File: src/rtl/sar_adpll_pkg.sv
package sar_adpll_pkg;
  typedef enum logic [1:0] {
    LOOP_WAIT   = 2'd0,
    LOOP_SEARCH = 2'd1,
    LOOP_TRACK  = 2'd2
  } loop_mode_t;
endpackage

File: src/rtl/adpll_timer.sv
module adpll_timer #(
  parameter int DELAY_W = 24
) (
  input  logic               clk,
  input  logic               rst,
  input  logic               start,
  input  logic               strobe,
  input  logic [DELAY_W-1:0] enable_delay,
  input  logic [DELAY_W-1:0] capture_delay,
  output logic               loop_en,
  output logic               cap_fire
);
  logic [DELAY_W-1:0] tcnt;
  logic               running;

  // tcnt holds the number of strobes already seen since start
  assign loop_en  = running && (tcnt >= enable_delay);
  assign cap_fire = running && strobe && (tcnt == capture_delay - 1'b1);

  always_ff @(posedge clk) begin
    if (rst) begin
      tcnt    <= '0;
      running <= 1'b0;
    end else if (start) begin
      tcnt    <= '0;
      running <= 1'b1;
    end else if (running && strobe) begin
      if (tcnt != '1) tcnt <= tcnt + 1'b1;
      if (cap_fire) running <= 1'b0;
    end
  end
endmodule

File: src/rtl/adpll_edge_det.sv
module adpll_edge_det #(
  parameter int SAMPLE_W = 16
) (
  input  logic                clk,
  input  logic                rst,
  input  logic                clear,
  input  logic                step,
  input  logic [SAMPLE_W-1:0] sample,
  output logic                edge_hit
);
  logic prev_neg;
  logic cur_neg;

  assign cur_neg  = sample[SAMPLE_W-1];
  assign edge_hit = step && prev_neg && !cur_neg;

  always_ff @(posedge clk) begin
    if (rst || clear) prev_neg <= 1'b0;
    else if (step)    prev_neg <= cur_neg;
  end
endmodule

File: src/rtl/adpll_dco.sv
module adpll_dco #(
  parameter int PHASE_W = 20,
  parameter int CNT_W   = 2
) (
  input  logic               clk,
  input  logic               rst,
  input  logic               clear,
  input  logic               step,
  input  logic               edge_hit,
  input  logic [PHASE_W-1:0] dphase,
  output logic [PHASE_W-1:0] acc,
  output logic [PHASE_W-1:0] edge_phase,
  output logic [CNT_W-1:0]   wraps_total
);
  localparam logic [CNT_W-1:0] CNT_MAX = '1;

  logic [PHASE_W:0] sum;
  logic             carry;
  logic [CNT_W-1:0] wcnt;
  logic [CNT_W:0]   wsum;

  assign sum        = {1'b0, acc} + {1'b0, dphase};
  assign carry      = sum[PHASE_W];
  assign edge_phase = sum[PHASE_W-1:0];
  assign wsum       = {1'b0, wcnt} + {{CNT_W{1'b0}}, carry};
  assign wraps_total = wsum[CNT_W] ? CNT_MAX : wsum[CNT_W-1:0];

  always_ff @(posedge clk) begin
    if (rst || clear) begin
      acc  <= '0;
      wcnt <= '0;
    end else if (step) begin
      if (edge_hit) begin
        acc  <= '0;
        wcnt <= '0;
      end else begin
        acc  <= sum[PHASE_W-1:0];
        wcnt <= wraps_total;
      end
    end
  end
endmodule

File: src/rtl/adpll_tuner.sv
module adpll_tuner
  import sar_adpll_pkg::*;
#(
  parameter int PHASE_W     = 20,
  parameter int SEARCH_BITS = 12,
  parameter int CNT_W       = 2
) (
  input  logic               clk,
  input  logic               rst,
  input  logic               clear,
  input  logic               edge_hit,
  input  logic [CNT_W-1:0]   wraps_total,
  input  logic [PHASE_W-1:0] edge_phase,
  output logic [PHASE_W-1:0] dphase,
  output logic               in_track
);
  localparam int IDX_W = (SEARCH_BITS > 1) ? $clog2(SEARCH_BITS) : 1;
  localparam logic [IDX_W-1:0]   TOP_IDX = IDX_W'(SEARCH_BITS - 1);
  localparam logic [PHASE_W-1:0] FIRST_TRIAL = PHASE_W'(1) << (SEARCH_BITS - 1);

  loop_mode_t         mode;
  logic [IDX_W-1:0]   bidx;
  logic [PHASE_W-1:0] search_next;
  logic [PHASE_W-1:0] track_next;
  logic               too_fast;
  logic               lag;
  logic               lead;

  assign in_track = (mode == LOOP_TRACK);
  assign too_fast = (wraps_total != '0);
  assign lag      = edge_phase[PHASE_W-1];
  assign lead     = !lag && (edge_phase != '0);

  always_comb begin
    search_next = dphase;
    if (too_fast) search_next[bidx] = 1'b0;
    if (bidx != '0) search_next[bidx - 1'b1] = 1'b1;
  end

  always_comb begin
    if (lag)       track_next = dphase + 1'b1;
    else if (lead) track_next = dphase - 1'b1;
    else           track_next = dphase;
  end

  always_ff @(posedge clk) begin
    if (rst || clear) begin
      dphase <= '0;
      mode   <= LOOP_WAIT;
      bidx   <= TOP_IDX;
    end else if (edge_hit) begin
      case (mode)
        LOOP_WAIT: begin
          dphase <= FIRST_TRIAL;
          mode   <= LOOP_SEARCH;
          bidx   <= TOP_IDX;
        end
        LOOP_SEARCH: begin
          dphase <= search_next;
          if (bidx == '0) mode <= LOOP_TRACK;
          else            bidx <= bidx - 1'b1;
        end
        default: dphase <= track_next;
      endcase
    end
  end
endmodule

File: src/rtl/sar_adpll.sv
module sar_adpll #(
  parameter int PHASE_W     = 20,
  parameter int SEARCH_BITS = 12,
  parameter int SAMPLE_W    = 16,
  parameter int DELAY_W     = 24
) (
  input  logic                clk,
  input  logic                rst,
  input  logic                start,
  input  logic                ref_valid,
  input  logic [SAMPLE_W-1:0] ref_sample,
  input  logic [DELAY_W-1:0]  enable_delay,
  input  logic [DELAY_W-1:0]  capture_delay,
  output logic [PHASE_W-1:0]  phase_out,
  output logic                done
);
  localparam int CNT_W = 2;

  logic               loop_en;
  logic               cap_fire;
  logic               step;
  logic               edge_hit;
  logic [PHASE_W-1:0] acc;
  logic [PHASE_W-1:0] edge_phase;
  logic [CNT_W-1:0]   wraps_total;
  logic [PHASE_W-1:0] dphase;
  logic               in_track;

  assign step = ref_valid && loop_en && !start;

  adpll_timer #(.DELAY_W(DELAY_W)) u_timer (
    .clk(clk), .rst(rst), .start(start), .strobe(ref_valid),
    .enable_delay(enable_delay), .capture_delay(capture_delay),
    .loop_en(loop_en), .cap_fire(cap_fire)
  );

  adpll_edge_det #(.SAMPLE_W(SAMPLE_W)) u_edge (
    .clk(clk), .rst(rst), .clear(start), .step(step),
    .sample(ref_sample), .edge_hit(edge_hit)
  );

  adpll_dco #(.PHASE_W(PHASE_W), .CNT_W(CNT_W)) u_dco (
    .clk(clk), .rst(rst), .clear(start), .step(step), .edge_hit(edge_hit),
    .dphase(dphase), .acc(acc), .edge_phase(edge_phase),
    .wraps_total(wraps_total)
  );

  adpll_tuner #(.PHASE_W(PHASE_W), .SEARCH_BITS(SEARCH_BITS), .CNT_W(CNT_W)) u_tuner (
    .clk(clk), .rst(rst), .clear(start), .edge_hit(edge_hit),
    .wraps_total(wraps_total), .edge_phase(edge_phase),
    .dphase(dphase), .in_track(in_track)
  );

  always_ff @(posedge clk) begin
    if (rst || start) begin
      phase_out <= '0;
      done      <= 1'b0;
    end else if (cap_fire) begin
      phase_out <= acc;
      done      <= 1'b1;
    end
  end
endmodule

File: config.mk
export PLATFORM = sky130hd
export DESIGN_NAME = sar_adpll
export DESIGN_NICKNAME = d
export VERILOG_FILES = /design/src/rtl/sar_adpll_pkg.sv /design/src/rtl/adpll_timer.sv /design/src/rtl/adpll_edge_det.sv /design/src/rtl/adpll_dco.sv /design/src/rtl/adpll_tuner.sv /design/src/rtl/sar_adpll.sv
export SDC_FILE = /design/constraint.sdc
export NUM_CORES = 1
export LEC_CHECK = 0
export CAP_MARGIN = 40
export CORE_UTILIZATION = 30
export DETAILED_ROUTE_END_ITERATION = 6
export GPL_ROUTABILITY_DRIVEN = 0
export SYNTH_ARGS = -nofsm -noshare
export SYNTH_HDL_FRONTEND = slang
export SYNTH_SLANG_ARGS = --single-unit
File: constraint.sdc
create_clock -name clk -period 4.2 [get_ports clk]
set_clock_uncertainty 0.15 [all_clocks]
set_input_delay 1.05 -clock clk [delete_from_list [all_inputs] [get_ports clk]]
set_output_delay 1.05 -clock clk [all_outputs]
set_load 0.03 [all_outputs]
* Word level (Yosys, flattened, before mapping) *
Cells that the tools add are included.

word-level totals
  register bits = 95
  bits of input ports = 68
  output and inout port bits = 21
  word-level logic and storage cells = 78

operators by class
  $add $sub $neg = 7
  magnitude comparators = 5
  equality and inequality tests = 5
  multiplexer cells = 19
  bitwise gates (word level) = 3
  reductions and logical operators = 29

operators by type and width
  operator               count
  $mux 20                5
  $pmux 20 s2            1
  $add 24x1->24 const B  1
  $eq 24x24->1           1
  $ge 24x24->1           1
  $ne 24x24->1 const B   1
  $sub 24x1->24 const B  1
  $add 20x20->21         1
  $add 20x1->20 const B  1
  $and 20x20->20         1
  $not 16->20            1
  $or 20x16->20          1
  $reduce_bool 20->1     1
  $sub 20x1->20 const B  1
  $lt 4x6->1 const B     2
  $logic_and 1x1->1      10
  $demux 1 s4            2
  $ge 4x1->1 const B     2
  $pmux 4 s2             1
  $reduce_bool 2->1      4
  $reduce_bool 4->1      2
  $mux 2                 3
  $reduce_and 2->1       3
  $reduce_and 3->1       2
  other kinds (13)       19

* Depth between registers and ports, before layout *
  depth in word-level cells = 10
  gate-level depth with buffers = 19
  mapped depth without buffers = 16

* Hierarchy *
Synthesis repeated with hierarchy kept, for this count alone.

second synthesis, totals
  cell total of the unflattened synthesis = 1,004
  area, all modules = 7,802.5 um^2

modules (own cells, without submodules)
  module          times used  cells each  area each (um^2)  sequential area each (um^2)
  adpll_timer     1           370         2,712.6           500.5
  adpll_tuner     1           348         2,527.4           520.5
  adpll_dco       1           211         1,746.7           440.4
  sar_adpll       1           71          765.7             420.4
  adpll_edge_det  1           4           50.0              20.0

* Least setup slack after synthesis *
OpenSTA, ideal clock, no wires.

  path type = flip-flop to flip-flop
  start = register u_tuner.dphase[6]
  end = register u_tuner.dphase[16]
  setup time = 0.074 ns
  data arrival time = 4.284 ns
  required time = 3.976 ns
  setup slack = -0.309 ns
  stages on the path, launching flop included = 19
  buffers on the path = 3
  period minus slack after synthesis = 4.509 ns
  cells stage by stage = dfxtp_1 > ha_1 > buf_2 > a21oi_2 > o211ai_1 > a221oi_2 > o32a_2 > and2_1 > buf_2 > buf_2 > xnor2_1 > ha_1 > or4_1 > nor3_1 > nand2_1 > nor4_1 > a31oi_1 > or4_1 > a31oi_1

between the ends
  longest elaborated chain between the ends = 8
  elaborated cells on any way between the ends = 17
  classes of those cells = 4 x add/sub; 6 x mux; 1 x bitwise; 6 x reduce/logical

RTL lines
  item                            line               source
  start: declaration              adpll_tuner.sv:14  output logic [PHASE_W-1:0] dphase,
  start signal: assignment        adpll_tuner.sv:59  dphase <= search_next;
  start signal: assignment        adpll_tuner.sv:63  default: dphase <= track_next;
  $add 20x20->21                  adpll_dco.sv:22    assign sum = {1'b0, acc} + {1'b0, dphase};
  $add 2x1->3                     adpll_dco.sv:25    assign wsum = {1'b0, wcnt} + {{CNT_W{1'b0}}, carry};
  $mux 2                          adpll_dco.sv:26    assign wraps_total = wsum[CNT_W] ? CNT_MAX : wsum[CNT_W-1:0];
  $reduce_bool 2->1               adpll_tuner.sv:30  assign too_fast = (wraps_total != '0);
  $mux 20                         adpll_tuner.sv:36  if (too_fast) search_next[bidx] = 1'b0;
  $or 20x16->20 (no source line)  --
  $mux 20                         adpll_tuner.sv:37  if (bidx != '0) search_next[bidx - 1'b1] = 1'b1;
  $pmux 20 s2                     adpll_tuner.sv:52  case (mode)

Several ways; a longest one is shown, not always the timed one. The select of a mux whose other input is x is not followed.
A chain may end at the register's enable or synchronous reset.

* Worst setup path in the final report *
  start = input port capture_delay[11]
  end = register phase_out[13]

between the ends
  longest elaborated chain between the ends = 3

RTL lines
  item                    line               source
  start: declaration      sar_adpll.sv:13    input logic [DELAY_W-1:0] capture_delay,
  $sub 24x1->24           adpll_timer.sv:18  assign cap_fire = running && strobe && (tcnt == capture_delay - 1'b1);
  $eq 24x24->1            adpll_timer.sv:18
  $logic_and 1x1->1       adpll_timer.sv:18
  end signal: assignment  sar_adpll.sv:56    phase_out <= '0;
  end signal: assignment  sar_adpll.sv:59    phase_out <= acc;
  end: declaration        sar_adpll.sv:14    output logic [PHASE_W-1:0] phase_out,

Every way passes these cells.

==> impl_metrics.py <==
metrics = {
    "status": {
        "outcome": "completed",
    },
    "job": {
        "cap_violations": 0,
    },
    "clock_network": {
        "clkTransAtPathRegs_ns": 0.07,
        "cts_tree": "done",
        "hold_buffers": 0,
        "root_buffer": "clkbuf_16",
        "clock_latency_ns": 0.35,
        "cts_max_level": 3,
        "cts_buffers": 9,
        "clk_path_buf_depth": 2,
        "cts.sink_count": 95,
    },
    "grt": {
        "grt_pass1_wl_mm": 38.5,
        "grt_max_degree": 45,
        "antenna_found_initial": 1,
        "grt-ovfl-total": 0,
        "grt_pass1_vias": 7541,
        "grt_usage_pct": 18.1,
    },
    "worst_setup_path": {
        "worst_setup_path_end_kind": "register",
        "cp_max_fo": 6,
        "critical_path_required_ns": 4.27,
        "crit_arrival_ns": 4.17,
        "worst-setup-path-type": "in -> reg",
        "start_kind": "input port",
    },
    "place": {
        "dpl.hpwl_mm": 18.3,
        "place_ws_ns": -0.682,
        "portBuffers": 73,
        "postPlaceCellArea_mm2": 0.00957,
    },
    "layout": {
        "nets": 1276,
        "area_growth_pct": 30.3,
        "stdcell_area_mm2": 0.0101,
        "fillerInstances": 2545,
        "final_common_cell": "nor2_1",
        "final_cell_mix": "nor2_1 (123), buf_4 (108), dfxtp_1 (91), nand2_1 (78), clkdlybuf4s50_1 (68)",
        "drive_gt1_share_pct": 17.0,
    },
    "detailed_routing": {
        "drc_errors": 0,
        "dr.first_iter.drc_count": 658,
        "routed_wl_mm": 24.0,
        "routedWlPerCell_um": 16.2,
        "vias": 8051,
        "ant_nets": 0,
        "drtPass1Iterations": 6,
        "avgViaCountPerCell": 5.42,
    },
    "sta": {
        "setup_viol": 0,
        "maxSlewViolCount": 0,
        "finalCritPeriodShare_pct": 97.7,
        "fin_hold_ws_ns": 0.321,
        "worstMarginPinSlew_ns": 0.684,
        "layout_setup_ws_ns": 0.0976,
        "layout_min_cycle_time_ns": 4.10,
        "fmax_mhz": 244,
        "finalHoldViolCount": 0,
        "tns_ns": 0,
        "maxSlewHeadroom_pct": 54.2,
    },
    "synthesis": {
        "mappedNetlistNets": 1128,
        "syn_area_mm2": 0.00778,
        "ys.flop_type": "dfxtp_1",
        "synth_edf_count": 0,
        "ys_seq_area_share_pct": 24.4,
        "netlist_instances": 1003,
        "synth-async-reset-ratio_pct": 0,
        "avgSynthCellArea_um2": 7.76,
        "synth_cell_types": 83,
        "ys_ff_latch": 95,
        "yosysWarnings": 0,
    },
    "floorplan": {
        "start_util_pct": 30.7,
        "die_x_um": 163,
        "io-pin-count": 89,
        "row_count": 58,
        "die_y_um": 163,
        "core_area_mm2": 0.0253,
        "dieArea_mm2": 0.0266,
    },
    "power": {
        "leakage_nw": 4.12,
        "p_per_area_mw_per_mm2": 182,
        "total_power_w": 0.00185,
        "worst_ir_drop_vdd_mv": 0.227,
    },
    "hold_path": {
        "min_path_type": "reg -> reg",
    },
}
critical path, stage by stage:
cell	delay [ns]
clkdlybuf4s50_1	0.45
or4_4	0.51
or3_4	0.43
nor3_4	0.22
xnor2_2	0.15
o2111ai_2	0.14
a2111oi_4	0.31
buf_4	0.16
and4_4	0.33
buf_12	0.16
mux2i_1	0.20
nor2_1	0.05
per-layer routing:
metal | share of wire, % | track usage, %
met2 | 46 | 29.9
met4 | 1.7 | 5.27
met5 | 0 | 0
met1 | 46 | 24.3
met3 | 6.0 | 2.41
Yosys cell counts (all sizes together) (18+ instances only):
library cell / n / area share, %
nor2: 125 / 6.1
dfxtp: 95 / 24
nand2: 79 / 3.8
ha: 56 / 9.0
a21oi: 52 / 3.6
inv: 50 / 2.4
mux2i: 47 / 6.0
o21ai: 41 / 2.6
nor3: 38 / 2.5
clkbuf: 36 / 1.7
xnor2: 32 / 3.6
nand3: 30 / 1.9
xor2: 27 / 3.0
nand4: 21 / 1.7
nor4: 18 / 1.6
where the power goes:
group / internal, W / switching, W / leakage (nW)
sequential: 0.000900 / 0.000000848 / 0.768
clock: 0.000403 / 0.000373 / 0.136
combinational: 0.0000902 / 0.0000823 / 3.21
flip-flops by register name (all words and copies together) (netlist names):
signal,cells
done,1
u_tuner.mode,2
u_dco.acc,20
u_tuner.dphase,20
phase_out,20
u_timer.tcnt,24
u_dco.wcnt,2
u_timer.running,1
u_edge.prev_neg,1
u_tuner.bidx,4
worst paths after layout:
path,start,to,slack [ns],cells past startpoint
min reg2reg,done,done,0.32,2
min,done,done,0.32,2
max,capture_delay[11],phase_out[13],0.1,12
max reg2reg,u_dco.acc[4],u_tuner.dphase[16],0.15,16
through the flow:
| step | std cells | util, % |
|---|---|---|
| 2_1_floorplan | 1003 | - |
| 3_3_place_gp | 1463 | 37.8 |
| 3_5_place_dp | 1463 | 37.8 |
| 4_1_cts | 1479 | 39.1 |
| 5_1_grt | 1485 | 40.0 |
| 6_report | 1486 | 40.0 |
cells by family (layout without fill, tap and decap cells):
logic type,after synthesis,in the layout,synth area share (%)
xor gates and xnor gates,59,59,6.64
other,0,1,0
and+or+nand+nor,405,405,26.1
adders and majority gates,57,57,9.26
DFF,95,95,24.4
muxes,48,48,6.19
buffers and inverters,100,252,5.43
AOI/OAI and AO/OA,239,239,22.0
repair_timing:
action                                  CTS  global route
gates cloned                              1             1
resized for setup                        10            38
endpoints found under the setup margin   22            34
setup buffers                             0             5
pin swaps                                 2            16
cell type report:
cell class,instances,area [um2],share of cell area (%)
inverter,50,188,1.85
tap,330,413,4.07
timing repair buffer,187,1680,16.5
clock inverter,6,45.0,0.444
antenna,1,2.50,0.0247
clock buffer,9,225,2.22
sequential,95,1910,18.8
multi-input combinational,808,5680,56.0
(Power assumes the default switching activity.)
